[src/rtl/dac_fe_pkg.sv]
package dac_fe_pkg;

    typedef enum logic [1:0] {
        MODE_ACTIVE   = 2'b00,
        MODE_STANDBY  = 2'b01,
        MODE_SHUTDOWN = 2'b10
    } pwr_mode_e;

    function automatic pwr_mode_e decode_mode(input logic pd, input logic en);
        if (pd)      return MODE_SHUTDOWN;
        else if (en) return MODE_ACTIVE;
        else         return MODE_STANDBY;
    endfunction

    function automatic int wake_cycles(input int clk_hz, input int ns);
        int c;
        c = ((clk_hz / 1000000) * ns) / 1000;
        return (c < 1) ? 1 : c;
    endfunction

endpackage

[src/rtl/dac_pwr_seq.sv]
module dac_pwr_seq
    import dac_fe_pkg::*;
#(
    parameter int STBY_CYC = 25,
    parameter int SHDN_CYC = 2500
) (
    input  logic      clk,
    input  logic      rst_n,
    input  logic      pd,
    input  logic      en,
    output pwr_mode_e mode_o,
    output logic      run_o,
    output logic      valid_o
);
    localparam int CNT_W = $clog2(SHDN_CYC + 1);

    typedef struct packed {
        pwr_mode_e        mode;
        logic             deep;
        logic [CNT_W-1:0] cnt;
        logic             valid;
    } seq_t;

    seq_t st_d, st_q;
    pwr_mode_e        pins_mode;
    logic [CNT_W-1:0] limit;
    logic [CNT_W-1:0] cnt_inc;

    assign pins_mode = decode_mode(pd, en);
    assign run_o     = (pins_mode == MODE_ACTIVE);
    assign limit     = st_q.deep ? CNT_W'(SHDN_CYC) : CNT_W'(STBY_CYC);
    assign cnt_inc   = st_q.cnt + 1'b1;

    always_comb begin
        st_d      = st_q;
        st_d.mode = pins_mode;
        if (pins_mode != MODE_ACTIVE) begin
            st_d.valid = 1'b0;
            st_d.cnt   = '0;
            if (pins_mode == MODE_SHUTDOWN) st_d.deep = 1'b1;
        end else if (!st_q.valid) begin
            st_d.cnt = cnt_inc;
            if (cnt_inc >= limit) begin
                st_d.valid = 1'b1;
                st_d.deep  = 1'b0;
                st_d.cnt   = '0;
            end
        end
    end

    always_ff @(posedge clk) begin
        if (!rst_n) begin
            st_q.mode  <= MODE_SHUTDOWN;
            st_q.deep  <= 1'b1;
            st_q.cnt   <= '0;
            st_q.valid <= 1'b0;
        end else begin
            st_q <= st_d;
        end
    end

    assign mode_o  = st_q.mode;
    assign valid_o = st_q.valid;

    p_shutdown_wins_r5: assert property (@(posedge clk) disable iff (!rst_n)
        pd |=> (mode_o == MODE_SHUTDOWN));
    p_standby_decode_r5: assert property (@(posedge clk) disable iff (!rst_n)
        (!pd && !en) |=> (mode_o == MODE_STANDBY));
    p_valid_only_active_r6: assert property (@(posedge clk) disable iff (!rst_n)
        valid_o |-> (mode_o == MODE_ACTIVE));
    p_sleep_drops_valid_r6: assert property (@(posedge clk) disable iff (!rst_n)
        !run_o |=> !valid_o);
    p_cnt_bounded_r8: assert property (@(posedge clk) disable iff (!rst_n)
        st_q.cnt <= CNT_W'(SHDN_CYC));
endmodule

[src/rtl/dac_dual_capture.sv]
module dac_dual_capture #(
    parameter int DW = 8
) (
    input  logic          clk,
    input  logic          rst_n,
    input  logic          cs_n,
    input  logic          run,
    input  logic [DW-1:0] bus,
    output logic [DW-1:0] code_a_o,
    output logic [DW-1:0] code_b_o
);
    typedef struct packed {
        logic [DW-1:0] a;
        logic [DW-1:0] b;
    } pair_t;

    pair_t         out_d, out_q;
    logic [DW-1:0] pre_d, pre_q;
    logic          take;

    assign take = !cs_n && run;

    always_comb begin
        pre_d = take ? bus : pre_q;
    end

    always_ff @(negedge clk) begin
        if (!rst_n) pre_q <= '0;
        else        pre_q <= pre_d;
    end

    always_comb begin
        out_d = out_q;
        if (take) begin
            out_d.a = bus;
            out_d.b = pre_q;
        end
    end

    always_ff @(posedge clk) begin
        if (!rst_n) out_q <= '0;
        else        out_q <= out_d;
    end

    assign code_a_o = out_q.a;
    assign code_b_o = out_q.b;

    p_a_follows_bus_r2: assert property (@(posedge clk) disable iff (!rst_n)
        take |=> (code_a_o == $past(bus)));
    p_b_from_latch_r3: assert property (@(posedge clk) disable iff (!rst_n)
        take |=> (code_b_o == $past(pre_q)));
    p_hold_when_idle_r4: assert property (@(posedge clk) disable iff (!rst_n)
        !take |=> ($stable(code_a_o) && $stable(code_b_o)));
endmodule

[src/rtl/dual_dac_front.sv]
module dual_dac_front
    import dac_fe_pkg::*;
#(
    parameter int DW      = 8,
    parameter int CLK_HZ  = 50000000,
    parameter int STBY_NS = 500,
    parameter int SHDN_NS = 50000
) (
    input  logic          clk,
    input  logic          rst_n,
    input  logic          cs_n,
    input  logic [DW-1:0] bus_in,
    input  logic          pwr_down,
    input  logic          chan_en,
    output logic [DW-1:0] code_a,
    output logic [DW-1:0] code_b,
    output logic [1:0]    mode,
    output logic          out_valid
);
    localparam int STBY_CYC = wake_cycles(CLK_HZ, STBY_NS);
    localparam int SHDN_CYC = wake_cycles(CLK_HZ, SHDN_NS);

    pwr_mode_e mode_w;
    logic      run_w;

    dac_pwr_seq #(.STBY_CYC(STBY_CYC), .SHDN_CYC(SHDN_CYC)) u_seq (
        .clk     (clk),
        .rst_n   (rst_n),
        .pd      (pwr_down),
        .en      (chan_en),
        .mode_o  (mode_w),
        .run_o   (run_w),
        .valid_o (out_valid)
    );

    dac_dual_capture #(.DW(DW)) u_cap (
        .clk      (clk),
        .rst_n    (rst_n),
        .cs_n     (cs_n),
        .run      (run_w),
        .bus      (bus_in),
        .code_a_o (code_a),
        .code_b_o (code_b)
    );

    assign mode = mode_w;
endmodule

[config.mk]
export PLATFORM = sky130hd
export DESIGN_NAME = dual_dac_front
export DESIGN_NICKNAME = d
export VERILOG_FILES = /design/src/rtl/dac_fe_pkg.sv /design/src/rtl/dac_pwr_seq.sv /design/src/rtl/dac_dual_capture.sv /design/src/rtl/dual_dac_front.sv
export SDC_FILE = /design/constraint.sdc
export NUM_CORES = 1
export LEC_CHECK = 0
export BUFFER_PORTS_ARGS = -buffer_cell sky130_fd_sc_hd__buf_2
export CAP_MARGIN = 40
export CORE_MARGIN = 4
export CORE_UTILIZATION = 53
export DETAILED_ROUTE_END_ITERATION = 8
export HOLD_SLACK_MARGIN = 0.03
export PLACE_DENSITY = 0.83
export SLEW_MARGIN = 0
export SYNTH_ARGS = -nofsm -noshare
export SYNTH_HDL_FRONTEND = slang
export SYNTH_HIERARCHICAL = 1
export SYNTH_SLANG_ARGS = --single-unit
[constraint.sdc]
create_clock -name clk -period 6.75 [get_ports clk]
set_input_delay 1.35 -clock clk [delete_from_list [all_inputs] [get_ports clk]]
set_output_delay 1.35 -clock clk [all_outputs]
set_load 0.02 [all_outputs]
* Word-level counts from Yosys, hierarchy flattened
Cells that the tools add are included.
Word-level totals: output and inout bits 19, word-level logic and storage cells 27, register bits after elaboration 40, bits of input ports 13
Operators by class: reduce and logical (&&, ||, !) cells 7, equal/unequal tests 3, add/sub/neg operators 1, muxes and demuxes 7, bitwise logic cells 1, order comparisons 1
Operator list (count):
- 14-bit two-way mux | 3
- 12-bit by 1-bit adder with 12-bit output, second input constant | 1
- 12-bit >= comparator | 1
- 12-bit two-way mux | 1
- 2-bit inequality test, second input constant | 2
- 2-bit nonzero test | 2
- 3-bit AND reduction | 1
- 2-bit equality test, second input constant | 1
- 2-bit logical NOT | 1
- 1-bit two-way mux | 2
- 2-bit two-way mux | 1
- 2-bit OR reduction | 1
- 1-bit logical AND | 1
- 1-bit logical NOT | 1
- 1-bit inverter | 1

* Logic depth before layout (Yosys ltp)
depth after elaboration 5, gate-level depth with buffers 13, mapped depth without buffers 11

* Cells and area by module
Netlist, hierarchy kept.
By module, submodules not included:
- dac_pwr_seq | sequential area each 320.3 sq um, instances 1, cells an instance 139, area each 1109.8 sq um
- dac_dual_capture | sequential area each 480.5 sq um, instances 1, cells an instance 89, area each 874.6 sq um

==> flow_metrics.env <==
export IMPL_status="finished clean"
export IMPL_antenna_cells=0
export IMPL_ctsResizeCount=0
export IMPL_power_density_nw_per_um2=213
export IMPL_max_slew_margin_rel_pct=53.2
export IMPL_dp_hpwl_um=2960
export IMPL_tightestPinTransition_ps=699
export IMPL_hold_viol=0
export IMPL_drc=0
export IMPL_rsz0062_at_grt="no"
export IMPL_max_cap_violations=0
export IMPL_leakage_uw=0.000943
export IMPL_viasPerCell=5.71
export IMPL_worst_endpoint_required_ps=3580
export IMPL_grt_ovfl_total=0
export IMPL_place_gp_congestion=0.834
export IMPL_fin_skew_ps=62.8
export IMPL_area_growth_syn_to_layout_pct=11.9
export IMPL_synth_area_per_cell_um2=8.70
export IMPL_wl_met2_um=2130
export IMPL_final_cells=304
export IMPL_synthArstFlopShare_pct=0
export IMPL_synth_area_um2=1980
export IMPL_grt_pass1_vias=1667
export IMPL_nFillCells=309
export IMPL_clk_pin_slew_ps=90
export IMPL_clock_tree_root_cell="clkbuf_8"
export IMPL_critical_path_startpoint="chan_en"
export IMPL_rr_startpoint="u_cap/pre_q[7]"
export IMPL_dr_pass1_iters=4
export IMPL_synth_nets=250
export IMPL_ys_types=36
export IMPL_synth_most_common_cell="dfxtp_1"
export IMPL_die_h_um=69.2
export IMPL_maxSlewViolCount=0
export IMPL_synth_top_area_share_pct=40.4
export IMPL_yosys_warnings=6
export IMPL_place_ws_ps=780
export IMPL_worst_hold_slack_ps=465
export IMPL_drtAntennaViolNets=0
export IMPL_critPathMaxFanout=24
export IMPL_end_kind="flop"
export IMPL_ys_ff_latch=40
export IMPL_top_layer_used="met4"
export IMPL_die_w_um=69.2
export IMPL_io_pins=32
export IMPL_setup_tns_ps=0
export IMPL_avgRoutedWirePerCell_um=14.5
export IMPL_grt_max_degree=34
export IMPL_num_vias=1737
export IMPL_crit_type="input port to flop"
export IMPL_cts_hold_buf=0
export IMPL_ys_top_cells_by_count="40 x dfxtp_1, 38 x nand2_1, 11 x o21ai_0"
export IMPL_fin_ws_ps=1130
export IMPL_startpoint_type="input port"
export IMPL_rows=21
export IMPL_crit_slowest_cell="nor2b_4"
export IMPL_wl_met1_um=1950
export IMPL_die_area_um2=4790
export IMPL_final_nets=279
export IMPL_ys_flop_type="dfxtp_1"
export IMPL_wl_um=4410
export IMPL_hold_path_class="flop to flop"
export IMPL_crit_chain="buf_2 -> nor2b_1 -> buf_4 -> nor2b_4 -> o21ai_0"
export IMPL_post_cts_setup_buffer_count=0
export IMPL_dp_cells=289
export IMPL_cts_tree="done"
export IMPL_synth_edf_count=0
export IMPL_antenna_found_initial=0
export IMPL_portBuffers=31
export IMPL_cts_sinks=40
export IMPL_drtIter0Drc=164
export IMPL_grt_pass1_wl_um=7420
export IMPL_synthCells=228
export IMPL_ctsHtreeMaxLevel=2
export IMPL_power_uw=473
export IMPL_met3WireLength_um=244
export IMPL_finalSetupViolCount=0
export IMPL_initial_core_util_pct=57.2
export IMPL_worstPathArrival_ps=2450
export IMPL_synth_area_leaders="dfxtp_1 40%, nand2_1 7.2%, ha_1 5.7%"
export IMPL_cts_made_buffers=5
export IMPL_seq_area_frac_synth_pct=40.4
export IMPL_ir_drop_uv=163
export IMPL_worstHoldStart="u_cap/code_a_o[1]"
export IMPL_clock_latency_ps=360
export IMPL_synth_area_leader_cell="dfxtp_1"
export IMPL_core_region_area_um2=3470
export IMPL_drive_above_1_share_pct=17.4
export IMPL_groute_usage_overall_pct=18.8
export IMPL_clk_path_buf_depth=2
export IMPL_critPathMaxStageDelay_ps=520
placed cells by master, fill, tap and decap left out, types with 2 or more instances in the layout:
master and instances:
nor4_1 2, a41oi_1 2, nor2_1 8, nand4_1 8, clkbuf_8 5, o21ai_1 8, o211ai_1 4, o21ai_0 11
nor3_1 5, xnor2_1 4, a21oi_1 9, buf_2 31, mux2i_1 8, a31oi_1 5, and3_1 4, ha_1 9
nand4b_1 9, nor2b_1 3, inv_1 14, dfxtp_1 40, buf_4 2, nand2_1 38, nand3_1 9, xor2_1 4
and2_1 3
metal layers:
layer  up-vias  track usage [%]
li1        863                -
met1       812             23.0
met2        56             30.5
met3         6             5.07
met4         0             8.68
met5         -                0
final cells by class:
| class | instances | area, um2 | share of cell area [%] |
|---|---|---|---|
| clock buffer | 6 | 93.8 | 4.23 |
| inverter | 6 | 22.5 | 1.01 |
| timing repair buffer | 33 | 170 | 7.67 |
| tap | 46 | 57.6 | 2.59 |
| multi-input combinational | 163 | 1030 | 46.3 |
| sequential | 40 | 801 | 36.1 |
| clock inverter | 10 | 47.5 | 2.14 |
state kept, by name (all words and copies together), names as in the netlist:
register,cells
u_seq/valid_o,1
u_seq/st_q,13
u_seq/mode_o,2
u_cap/pre_q,8
u_cap/code_b_o,8
u_cap/code_a_o,8
report_power, final:
part	leakage [uW]	internal, uW	switching (uW)
sequential	0.000324	241	1.96
combinational	0.000519	9.06	15.0
clock	0.0000995	103	103
total	0.000943	353	120
cells by family after synthesis:
kind of cell | share of synthesized area [%]
AO/OA/AOI/OAI | 13.4
XOR/XNOR | 3.53
adder cells (fa/ha/maj) | 5.67
buffers and inverters | 7.88
flip-flops | 40.4
multiplexers | 4.04
AND/OR/NAND/NOR | 25.2
stage by stage:
| step | cell area [um2] | util, % |
|---|---|---|
| 2_1_floorplan | 1980 | - |
| 3_3_place_gp | 2080 | 60.0 |
| 3_5_place_dp | 2080 | 60.0 |
| 4_1_cts | 2220 | 64.0 |
| 5_1_grt | 2220 | 64.0 |
| 6_report | 2220 | 64.0 |
worst max-delay path, delay by kind of cell:
| kind | cells | cell delay, ps |
|---|---|---|
| simple gates | 2 | 650 |
| buf+inv | 2 | 280 |
| compound gates | 1 | 170 |
final timing paths:
check	endpoint	slack, ps	cells past startpoint
max	u_cap/pre_q[3]	1130	5
min	u_cap/code_a_o[1]	470	2
max reg2reg	u_cap/code_b_o[7]	2690	2
min reg2reg	u_cap/code_a_o[1]	470	2
No activity file was read; power rests on OpenSTA's default activity.
